[src/rtl/subpel_pkg.sv]
`timescale 1ns/1ps
package subpel_pkg;
  localparam int unsigned PIX_W   = 8;
  localparam int unsigned TAPS    = 6;
  localparam int unsigned MID_W   = PIX_W + 7;   // unclipped one-pass sum
  localparam int unsigned ACC_W   = MID_W + 7;   // two-pass sum
  localparam int unsigned SH_ONE  = 5;
  localparam int unsigned SH_TWO  = 2 * SH_ONE;

  typedef logic [PIX_W-1:0]        pix_t;
  typedef logic signed [MID_W-1:0] mid_t;
  typedef logic signed [ACC_W-1:0] acc_t;

  function automatic acc_t widen_pix(input pix_t p);
    return acc_t'({1'b0, p});
  endfunction

  // weights 1,-5,20,20,-5,1 built from shifts and adds
  function automatic acc_t fir6(input acc_t t0, input acc_t t1, input acc_t t2,
                                input acc_t t3, input acc_t t4, input acc_t t5);
    acc_t outer, inner, centre;
    outer  = t0 + t5;
    inner  = t1 + t4;
    centre = t2 + t3;
    return outer - (inner <<< 2) - inner + (centre <<< 4) + (centre <<< 2);
  endfunction

  function automatic pix_t round_clip(input acc_t s, input logic two_pass);
    acc_t r;
    if (two_pass) r = (s + (acc_t'(1) <<< (SH_TWO - 1))) >>> SH_TWO;
    else          r = (s + (acc_t'(1) <<< (SH_ONE - 1))) >>> SH_ONE;
    if (r[ACC_W-1]) return '0;
    if (r > acc_t'((1 << PIX_W) - 1)) return '1;
    return r[PIX_W-1:0];
  endfunction

  function automatic pix_t avg2(input pix_t a, input pix_t b);
    logic [PIX_W:0] s;
    s = {1'b0, a} + {1'b0, b} + (PIX_W+1)'(1);
    return s[PIX_W:1];
  endfunction
endpackage

[src/rtl/subpel_hrow.sv]
`timescale 1ns/1ps
module subpel_hrow
  import subpel_pkg::*;
#(
  parameter int unsigned BLK = 4
) (
  input  logic [(BLK+TAPS-1)*PIX_W-1:0] row_pix,
  output pix_t                          full_pel [BLK+1],
  output mid_t                          half_mid [BLK]
);
  localparam int unsigned LEAD = TAPS/2 - 1;

  for (genvar c = 0; c < BLK + 1; c++) begin : g_pel
    assign full_pel[c] = row_pix[(c+LEAD)*PIX_W +: PIX_W];
  end

  for (genvar c = 0; c < BLK; c++) begin : g_mid
    assign half_mid[c] = mid_t'(fir6(widen_pix(row_pix[(c+0)*PIX_W +: PIX_W]),
                                     widen_pix(row_pix[(c+1)*PIX_W +: PIX_W]),
                                     widen_pix(row_pix[(c+2)*PIX_W +: PIX_W]),
                                     widen_pix(row_pix[(c+3)*PIX_W +: PIX_W]),
                                     widen_pix(row_pix[(c+4)*PIX_W +: PIX_W]),
                                     widen_pix(row_pix[(c+5)*PIX_W +: PIX_W])));
  end
endmodule

[src/rtl/subpel_hist.sv]
`timescale 1ns/1ps
module subpel_hist
  import subpel_pkg::*;
#(
  parameter int unsigned BLK = 4
) (
  input  logic clk,
  input  logic rst_n,
  input  logic shift_en,
  input  pix_t in_pel   [BLK+1],
  input  mid_t in_mid   [BLK],
  output pix_t pel_hist [TAPS-1][BLK+1],
  output mid_t mid_hist [TAPS-1][BLK]
);
  localparam int unsigned DEPTH = TAPS - 1;

  // index 0 holds the oldest row
  always_ff @(posedge clk or negedge rst_n) begin
    if (!rst_n) begin
      for (int k = 0; k < DEPTH; k++) begin
        for (int c = 0; c < BLK + 1; c++) pel_hist[k][c] <= '0;
        for (int c = 0; c < BLK; c++)     mid_hist[k][c] <= '0;
      end
    end else if (shift_en) begin
      for (int k = 0; k < DEPTH - 1; k++) begin
        pel_hist[k] <= pel_hist[k+1];
        mid_hist[k] <= mid_hist[k+1];
      end
      pel_hist[DEPTH-1] <= in_pel;
      mid_hist[DEPTH-1] <= in_mid;
    end
  end
endmodule

[src/rtl/subpel_col.sv]
`timescale 1ns/1ps
module subpel_col
  import subpel_pkg::*;
(
  input  pix_t       pel_a [TAPS],   // column x, rows y-2..y+3
  input  pix_t       pel_b [TAPS],   // column x+1
  input  mid_t       mid_a [TAPS],   // unclipped horizontal sums right of x
  input  logic [1:0] frac_x,
  input  logic [1:0] frac_y,
  output pix_t       q
);
  acc_t       v_left, v_right, v_centre;
  pix_t       grid [3][3];
  logic [1:0] lo_y, hi_y, lo_x, hi_x;
  pix_t       s_a, s_b;

  always_comb begin
    v_left   = fir6(widen_pix(pel_a[0]), widen_pix(pel_a[1]), widen_pix(pel_a[2]),
                    widen_pix(pel_a[3]), widen_pix(pel_a[4]), widen_pix(pel_a[5]));
    v_right  = fir6(widen_pix(pel_b[0]), widen_pix(pel_b[1]), widen_pix(pel_b[2]),
                    widen_pix(pel_b[3]), widen_pix(pel_b[4]), widen_pix(pel_b[5]));
    v_centre = fir6(acc_t'(mid_a[0]), acc_t'(mid_a[1]), acc_t'(mid_a[2]),
                    acc_t'(mid_a[3]), acc_t'(mid_a[4]), acc_t'(mid_a[5]));
    // half-pel grid of the cell: even coordinates are integer pixels
    grid[0][0] = pel_a[2];
    grid[0][1] = round_clip(acc_t'(mid_a[2]), 1'b0);
    grid[0][2] = pel_b[2];
    grid[1][0] = round_clip(v_left, 1'b0);
    grid[1][1] = round_clip(v_centre, 1'b1);
    grid[1][2] = round_clip(v_right, 1'b0);
    grid[2][0] = pel_a[3];
    grid[2][1] = round_clip(acc_t'(mid_a[3]), 1'b0);
    grid[2][2] = pel_b[3];
  end

  always_comb begin
    lo_y = {1'b0, frac_y[1]};
    lo_x = {1'b0, frac_x[1]};
    hi_y = lo_y + {1'b0, frac_y[0]};
    hi_x = lo_x + {1'b0, frac_x[0]};
    if (frac_y[0] && frac_x[0] && (lo_y[0] == lo_x[0])) begin
      s_a = grid[lo_y][hi_x];
      s_b = grid[hi_y][lo_x];
    end else begin
      s_a = grid[lo_y][lo_x];
      s_b = grid[hi_y][hi_x];
    end
    q = avg2(s_a, s_b);   // equal operands on grid points
  end
endmodule

[src/rtl/subpel_interp.sv]
`timescale 1ns/1ps
module subpel_interp
  import subpel_pkg::*;
#(
  parameter int unsigned BLK = 4
) (
  input  logic                          clk,
  input  logic                          rst_n,
  input  logic                          row_valid,
  output logic                          row_ready,
  input  logic [(BLK+TAPS-1)*PIX_W-1:0] row_pix,
  input  logic [1:0]                    frac_x,
  input  logic [1:0]                    frac_y,
  output logic                          out_valid,
  input  logic                          out_ready,
  output logic [BLK*PIX_W-1:0]          out_pix,
  output logic                          out_last,
  output logic                          job_done
);
  localparam int unsigned WIN   = BLK + TAPS - 1;
  localparam int unsigned FILL  = TAPS - 1;
  localparam int unsigned CNT_W = $clog2(WIN);

  logic [1:0]             sync_q;
  logic                   run;
  logic                   take, emit;
  logic [CNT_W-1:0]       cnt_q, cnt_d;
  logic [1:0]             phx_q, phx_d, phy_q, phy_d;
  logic                   ov_d, last_d, done_d;
  logic [BLK*PIX_W-1:0]   pix_d;

  pix_t cur_pel  [BLK+1];
  mid_t cur_mid  [BLK];
  pix_t pel_hist [TAPS-1][BLK+1];
  mid_t mid_hist [TAPS-1][BLK];
  pix_t col_q    [BLK];

  // reset release aligned to the clock
  always_ff @(posedge clk or negedge rst_n) begin
    if (!rst_n) sync_q <= 2'b00;
    else        sync_q <= {sync_q[0], 1'b1};
  end
  assign run = sync_q[1];

  subpel_hrow #(.BLK(BLK)) u_hrow (
    .row_pix (row_pix),
    .full_pel(cur_pel),
    .half_mid(cur_mid)
  );

  subpel_hist #(.BLK(BLK)) u_hist (
    .clk     (clk),
    .rst_n   (rst_n),
    .shift_en(take),
    .in_pel  (cur_pel),
    .in_mid  (cur_mid),
    .pel_hist(pel_hist),
    .mid_hist(mid_hist)
  );

  for (genvar c = 0; c < BLK; c++) begin : g_col
    pix_t pel_a [TAPS];
    pix_t pel_b [TAPS];
    mid_t mid_a [TAPS];
    for (genvar k = 0; k < TAPS - 1; k++) begin : g_tap
      assign pel_a[k] = pel_hist[k][c];
      assign pel_b[k] = pel_hist[k][c+1];
      assign mid_a[k] = mid_hist[k][c];
    end
    assign pel_a[TAPS-1] = cur_pel[c];
    assign pel_b[TAPS-1] = cur_pel[c+1];
    assign mid_a[TAPS-1] = cur_mid[c];

    subpel_col u_col (
      .pel_a (pel_a),
      .pel_b (pel_b),
      .mid_a (mid_a),
      .frac_x(phx_q),
      .frac_y(phy_q),
      .q     (col_q[c])
    );
    assign pix_d[c*PIX_W +: PIX_W] = col_q[c];
  end

  // next state
  always_comb begin
    row_ready = run && (!out_valid || out_ready);
    take      = row_valid && row_ready;
    emit      = take && (cnt_q >= CNT_W'(FILL));
    cnt_d     = cnt_q;
    if (take) cnt_d = (cnt_q == CNT_W'(WIN - 1)) ? '0 : cnt_q + CNT_W'(1);
    phx_d     = (take && cnt_q == '0) ? frac_x : phx_q;
    phy_d     = (take && cnt_q == '0) ? frac_y : phy_q;
    ov_d      = emit ? 1'b1 : (out_valid && !out_ready);
    last_d    = (cnt_q == CNT_W'(WIN - 1));
    done_d    = out_valid && out_ready && out_last;
  end

  // registers
  always_ff @(posedge clk or negedge rst_n) begin
    if (!rst_n) begin
      cnt_q     <= '0;
      phx_q     <= '0;
      phy_q     <= '0;
      out_valid <= 1'b0;
      out_pix   <= '0;
      out_last  <= 1'b0;
      job_done  <= 1'b0;
    end else begin
      cnt_q     <= cnt_d;
      phx_q     <= phx_d;
      phy_q     <= phy_d;
      out_valid <= ov_d;
      job_done  <= done_d;
      if (emit) begin
        out_pix  <= pix_d;
        out_last <= last_d;
      end
    end
  end
endmodule

[config.mk]
export PLATFORM = sky130hd
export DESIGN_NAME = subpel_interp
export DESIGN_NICKNAME = d
export VERILOG_FILES = /design/src/rtl/subpel_pkg.sv /design/src/rtl/subpel_hrow.sv /design/src/rtl/subpel_hist.sv /design/src/rtl/subpel_col.sv /design/src/rtl/subpel_interp.sv
export SDC_FILE = /design/constraint.sdc
export NUM_CORES = 2
export LEC_CHECK = 0
export BUFFER_PORTS_ARGS = -buffer_cell sky130_fd_sc_hd__buf_2
export CORE_UTILIZATION = 55
export DETAILED_ROUTE_END_ITERATION = 7
export PLACE_DENSITY = 0.71
export REMOVE_ABC_BUFFERS = 1
export SYNTH_ARGS = -nofsm -noshare
export SYNTH_HDL_FRONTEND = slang
export SYNTH_SLANG_ARGS = --single-unit
[constraint.sdc]
create_clock -name clk -period 13.9 [get_ports clk]
set_clock_uncertainty 0.05 [all_clocks]
set_input_delay 2.78 -clock clk [delete_from_list [all_inputs] [get_ports clk]]
set_output_delay 2.78 -clock clk [all_outputs]
set_load 0.01 [all_outputs]
==> flow_results.org <==
** Outcome
- Outcome :: finished, final reports clean

** Detailed routing
- DRT met1 WL :: 77800 um
- Routed wire length per instance :: 20.1 um
- The first routing iteration left 3932 violations.
- After detailed routing, the met3 layer carries 11400 um of wire.
- Via-per-instance ratio :: 5.66
- The count of nets left with antenna violations once routing finished came out at 0.
- Total detailed-routing wirelength :: 191000 um
- Routed signal wires occupy layers up through met5.
- For this run, design rule violations remaining after detail routing come to 0.
- Total via count in the routed design :: 53.7k
- Met2 Routed Length :: 88900 um
- Router iterations before antenna repair :: 8

** Worst setup path
- STA classifies the critical path startpoint as a primary input.
- Tracing the worst setup path back leads to its startpoint at row_pix[24].
- Slack of the worst reg-to-reg path :: 4.63 ns
- Endpoint of the most critical register-to-register path :: out_pix[29]$_DFFE_PN0P_
- Cells on worst reg2reg path :: 41
- STA puts the critical path data required time at 14.45 ns.
- Crit path max-delay cell type :: sky130_fd_sc_hd__fa_2
- By instance count, the cell type seen most on the critical path is sky130_fd_sc_hd__buf_4.
- Reg2Reg Launch Point :: u_hist.mid_hist[1]$_DFFE_PN0P_
- Crit path DAT :: 14.05 ns
- Kind of end point of the critical path :: flop
- Biggest cell delay along the critical path :: 0.57 ns
- Critical Path Sink :: out_pix[22]$_DFFE_PN0P_
- By startpoint and endpoint, the worst setup path is classified as primary input to flop.
- Of all nets on the critical path, the largest fanout is 5.

** Cells and area
- Most used cells in the layout excluding fill and tap cells :: 1653 x sky130_fd_sc_hd__nand2_1, 887 x sky130_fd_sc_hd__inv_1, 798 x sky130_fd_sc_hd__ha_1
- Most common library cell in the layout ignoring fill and taps :: sky130_fd_sc_hd__nand2_1
- Area Overhead vs Synth :: 14.4%
- Utilization after layout :: 0.638
- For this run, the post-layout net count is 9252.
- Filler-free cell count of the finished design :: 9492
- After routing the design area is 70900 um2.
- Area of the multi-input gates :: 44800 um2
- Number of inserted filler cells in the final layout :: 9658
- Of the cells placed in the final design, the portion with a size suffix greater than 1 is 0.122.
- Across the whole layout, storage elements account for 13600 um2.

** GRT
- The via count of the first global-routing pass came to 53.8k.
- The number of antenna violations at the first check in global routing came to 5.
- Entering global routing, the biggest net connects 176 pins.
- The first global-routing pass estimated 297000 um of wire.
- Overall routing resource usage :: 0.338
- For this run the aggregate overflow at the end of global routing stands at 0.

** Yosys
- Area fraction in compound gates after synthesis :: 0.163
- Counting flops with a built-in enable in the synthesized netlist gives 0.
- In the synthesized netlist, the number of instances is 7454.
- Largest cells by area after synthesis :: sky130_fd_sc_hd__dfrtp_1 22%, sky130_fd_sc_hd__ha_1 16%, sky130_fd_sc_hd__fa_1 13%, sky130_fd_sc_hd__nand2_1 10%, sky130_fd_sc_hd__xnor2_1 5.4%
- The synthesized design spends more area on one cell type than any other, namely sky130_fd_sc_hd__dfrtp_1.
- In the synthesized netlist the dominant register cell turns out to be sky130_fd_sc_hd__dfrtp_1.
- Unique cell type count in the Yosys netlist :: 99
- Area share of the largest cell type after synthesis :: 0.220
- Syn Std Cell Area :: 62000 um2
- Proportion of synthesized chip area in sequential cells :: 0.220
- Xor and xnor area share after synthesis :: 0.0711
- Of the total synthesized cell area, the portion taken by AND, OR, NAND and NOR gates is 0.154.
- Proportion of synthesized flip-flops having asynchronous set or reset :: 1.00
- Register bit count reported by yosys :: 545
- After synthesis, the largest family of logic cells by area is adder cells.
- Arithmetic-cell share of the synthesized area counting full adders, half adders and majority gates :: 0.298
- Post-synthesis average cell area :: 8.32 um2
- Yosys warning total :: 0
- Multiplexer fraction of the synthesized cell area :: 0.0252

** Placement
- Post-place setup slack :: -1.01 ns
- Placement-stage cell area :: 67500 um2
- Number of port buffers :: 115
- At the end of routability-driven placement, the weighted congestion stood at 1.01.
- Summed over all nets, the half-perimeter wirelength after detailed placement is 151000 um.
- Number of cells in the design after placement :: 9345

** Floorplan
- The initial utilization of the core area, before any placement, comes to 0.558.
- From bottom edge to top edge, the die measures 338 um.
- The die covers 114000 um2.
- The region available for standard cell placement spans 111000 um2.
- Die width :: 338 um
- Io pins :: 116
- Count of standard-cell rows :: 122

** STA
- Final hold vios :: 0
- For this run, the top clock speed supported by timing is 74.1 MHz.
- Slew headroom :: 0.210
- Setup repair after global routing could not meet its margin everywhere.
- Of the available clock period, the critical path in the final layout requires 0.971.
- Max Transition Viols Final :: 0
- For the pin with the worst max-slew slack, the measured transition is 1.17 ns.
- Setup violations remaining at the end of the flow were counted as 0.
- Setup slack on the critical path of the routed design comes to 0.404 ns.
- The routed design could run at a clock period as short as 13.50 ns.

** Clocking
- Clock tree synthesis inserted a total of 70 buffers.
- CTS Hold Bufs :: 0
- At the later pin of the worst-skew pair, clock insertion delay measures 0.67 ns.
- The tree is rooted in a sky130_fd_sc_hd__clkbuf_16.
- TritonCTS built the clock tree.
- Bufs on Longest Clock Path :: 3
- Clock transition at the register clock pins on the worst setup and hold paths after CTS :: 0.06 ns
- TritonCTS sink count :: 545
- H-Tree Level Count :: 3

** Hold path
- Class of the most critical hold timing path :: flop to flop
- Startpoint of the worst hold path :: sync_q[0]$_DFF_PN0_

** Job
- The tool flagged a number of max-cap violations equal to 0.
==> area by class of cell <==
type / count / area share
diodes: 3 / 0.000106
clock buffers: 92 / 0.0282
clock inverters: 37 / 0.00770
inverters: 893 / 0.0473
multi-input cells: 5784 / 0.632
flip-flops and latches: 545 / 0.192
well taps: 1488 / 0.0263
repair buffers: 650 / 0.0661
==> stage by stage <==
stage          TNS (ns)  hold WS [ns]
5_1_grt           -1.19         0.307
3_5_place_dp     -14.25         0.288
2_1_floorplan   -158.52         0.281
3_3_place_gp      -8.90         0.282
6_report              0         0.298
4_1_cts               0         0.300
==> how the worst min path moves through the flow <==
stage | to | slack, ns | cells past startpoint
after floorplan | sync_q[1]$_DFF_PN0_ | 0.28 | 0
after global placement | sync_q[1]$_DFF_PN0_ | 0.28 | 0
after detailed placement | sync_q[1]$_DFF_PN0_ | 0.29 | 0
after CTS | sync_q[1]$_DFF_PN0_ | 0.30 | 0
after global routing | sync_q[1]$_DFF_PN0_ | 0.31 | 0
final | sync_q[1]$_DFF_PN0_ | 0.30 | 0
==> repair_timing <==
item	in CTS	in global routing
gates resized for setup	8	173
pin swaps	0	90
setup endpoints to repair	10	29
hold endpoints to repair	0	0
buffers inserted	0	15
==> state kept, by name (all words and copies together), names as in the netlist <==
signal,flops
out_valid,1
u_hist.pel_hist,200
phx_q,2
out_pix,32
cnt_q,4
sync_q,2
out_last,1
job_done,1
u_hist.mid_hist,300
phy_q,2
==> cells in the mapped netlist (8+ instances only) <==
master,number
sky130_fd_sc_hd__nand2_1,1655
sky130_fd_sc_hd__inv_1,892
sky130_fd_sc_hd__ha_1,817
sky130_fd_sc_hd__dfrtp_1,545
sky130_fd_sc_hd__a21oi_1,524
sky130_fd_sc_hd__fa_1,411
sky130_fd_sc_hd__xnor2_1,383
sky130_fd_sc_hd__o21ai_0,303
sky130_fd_sc_hd__nor2_1,294
sky130_fd_sc_hd__o21bai_1,211
sky130_fd_sc_hd__clkbuf_1,209
sky130_fd_sc_hd__a21o_1,143
sky130_fd_sc_hd__xor2_1,120
sky130_fd_sc_hd__mux2i_1,110
sky130_fd_sc_hd__nand3_1,74
sky130_fd_sc_hd__o21a_1,74
sky130_fd_sc_hd__nor3_1,56
sky130_fd_sc_hd__a211oi_1,46
sky130_fd_sc_hd__mux2_2,41
sky130_fd_sc_hd__nand2b_1,41
sky130_fd_sc_hd__and3_1,38
sky130_fd_sc_hd__o22ai_1,37
sky130_fd_sc_hd__a31oi_1,35
sky130_fd_sc_hd__nor2b_1,29
sky130_fd_sc_hd__o211ai_1,29
sky130_fd_sc_hd__nand4_1,23
sky130_fd_sc_hd__and2_1,21
sky130_fd_sc_hd__o221ai_1,20
sky130_fd_sc_hd__a221oi_1,14
sky130_fd_sc_hd__o22a_1,14
sky130_fd_sc_hd__or3_1,14
sky130_fd_sc_hd__a21boi_0,13
sky130_fd_sc_hd__buf_1,12
sky130_fd_sc_hd__o31ai_1,12
sky130_fd_sc_hd__o21ai_1,10
sky130_fd_sc_hd__o2bb2ai_1,10
sky130_fd_sc_hd__o32ai_1,10
sky130_fd_sc_hd__or2_2,10
sky130_fd_sc_hd__a211o_1,9
sky130_fd_sc_hd__and4_1,8
sky130_fd_sc_hd__clkbuf_8,8
sky130_fd_sc_hd__o2111ai_1,8
==> logic make-up (layout without fill, tap and decap cells) <==
| kind of cell | Yosys count | in the layout |
|---|---|---|
| fa+ha+maj | 1228 | 1228 |
| simple gates | 2306 | 2306 |
| compound gates | 1595 | 1595 |
| mux | 151 | 151 |
| buf+inv | 1125 | 1672 |
| flops | 545 | 545 |
| other cells | 1 | 4 |
| xor+xnor | 503 | 503 |
==> critical path, delay by kind of cell <==
| family | cells | cell delay [ns] |
|---|---|---|
| mux | 1 | 0.14 |
| buf+inv | 14 | 1.47 |
| compound gates | 19 | 3.19 |
| fa+ha+maj | 13 | 4.98 |
| simple gates | 3 | 1.05 |
| xor+xnor | 3 | 0.39 |
==> per-layer routing <==
layer / vias to the layer above / global-route usage
met3: 478 / 0.0507
met5: - / 0
met2: 1507 / 0.559
met4: 4 / 0.194
met1: 25900 / 0.419
li1: 25800 / -
Power is not shown: default switching activity piles up to over one toggle a cycle in this logic, so the estimate is an artifact.
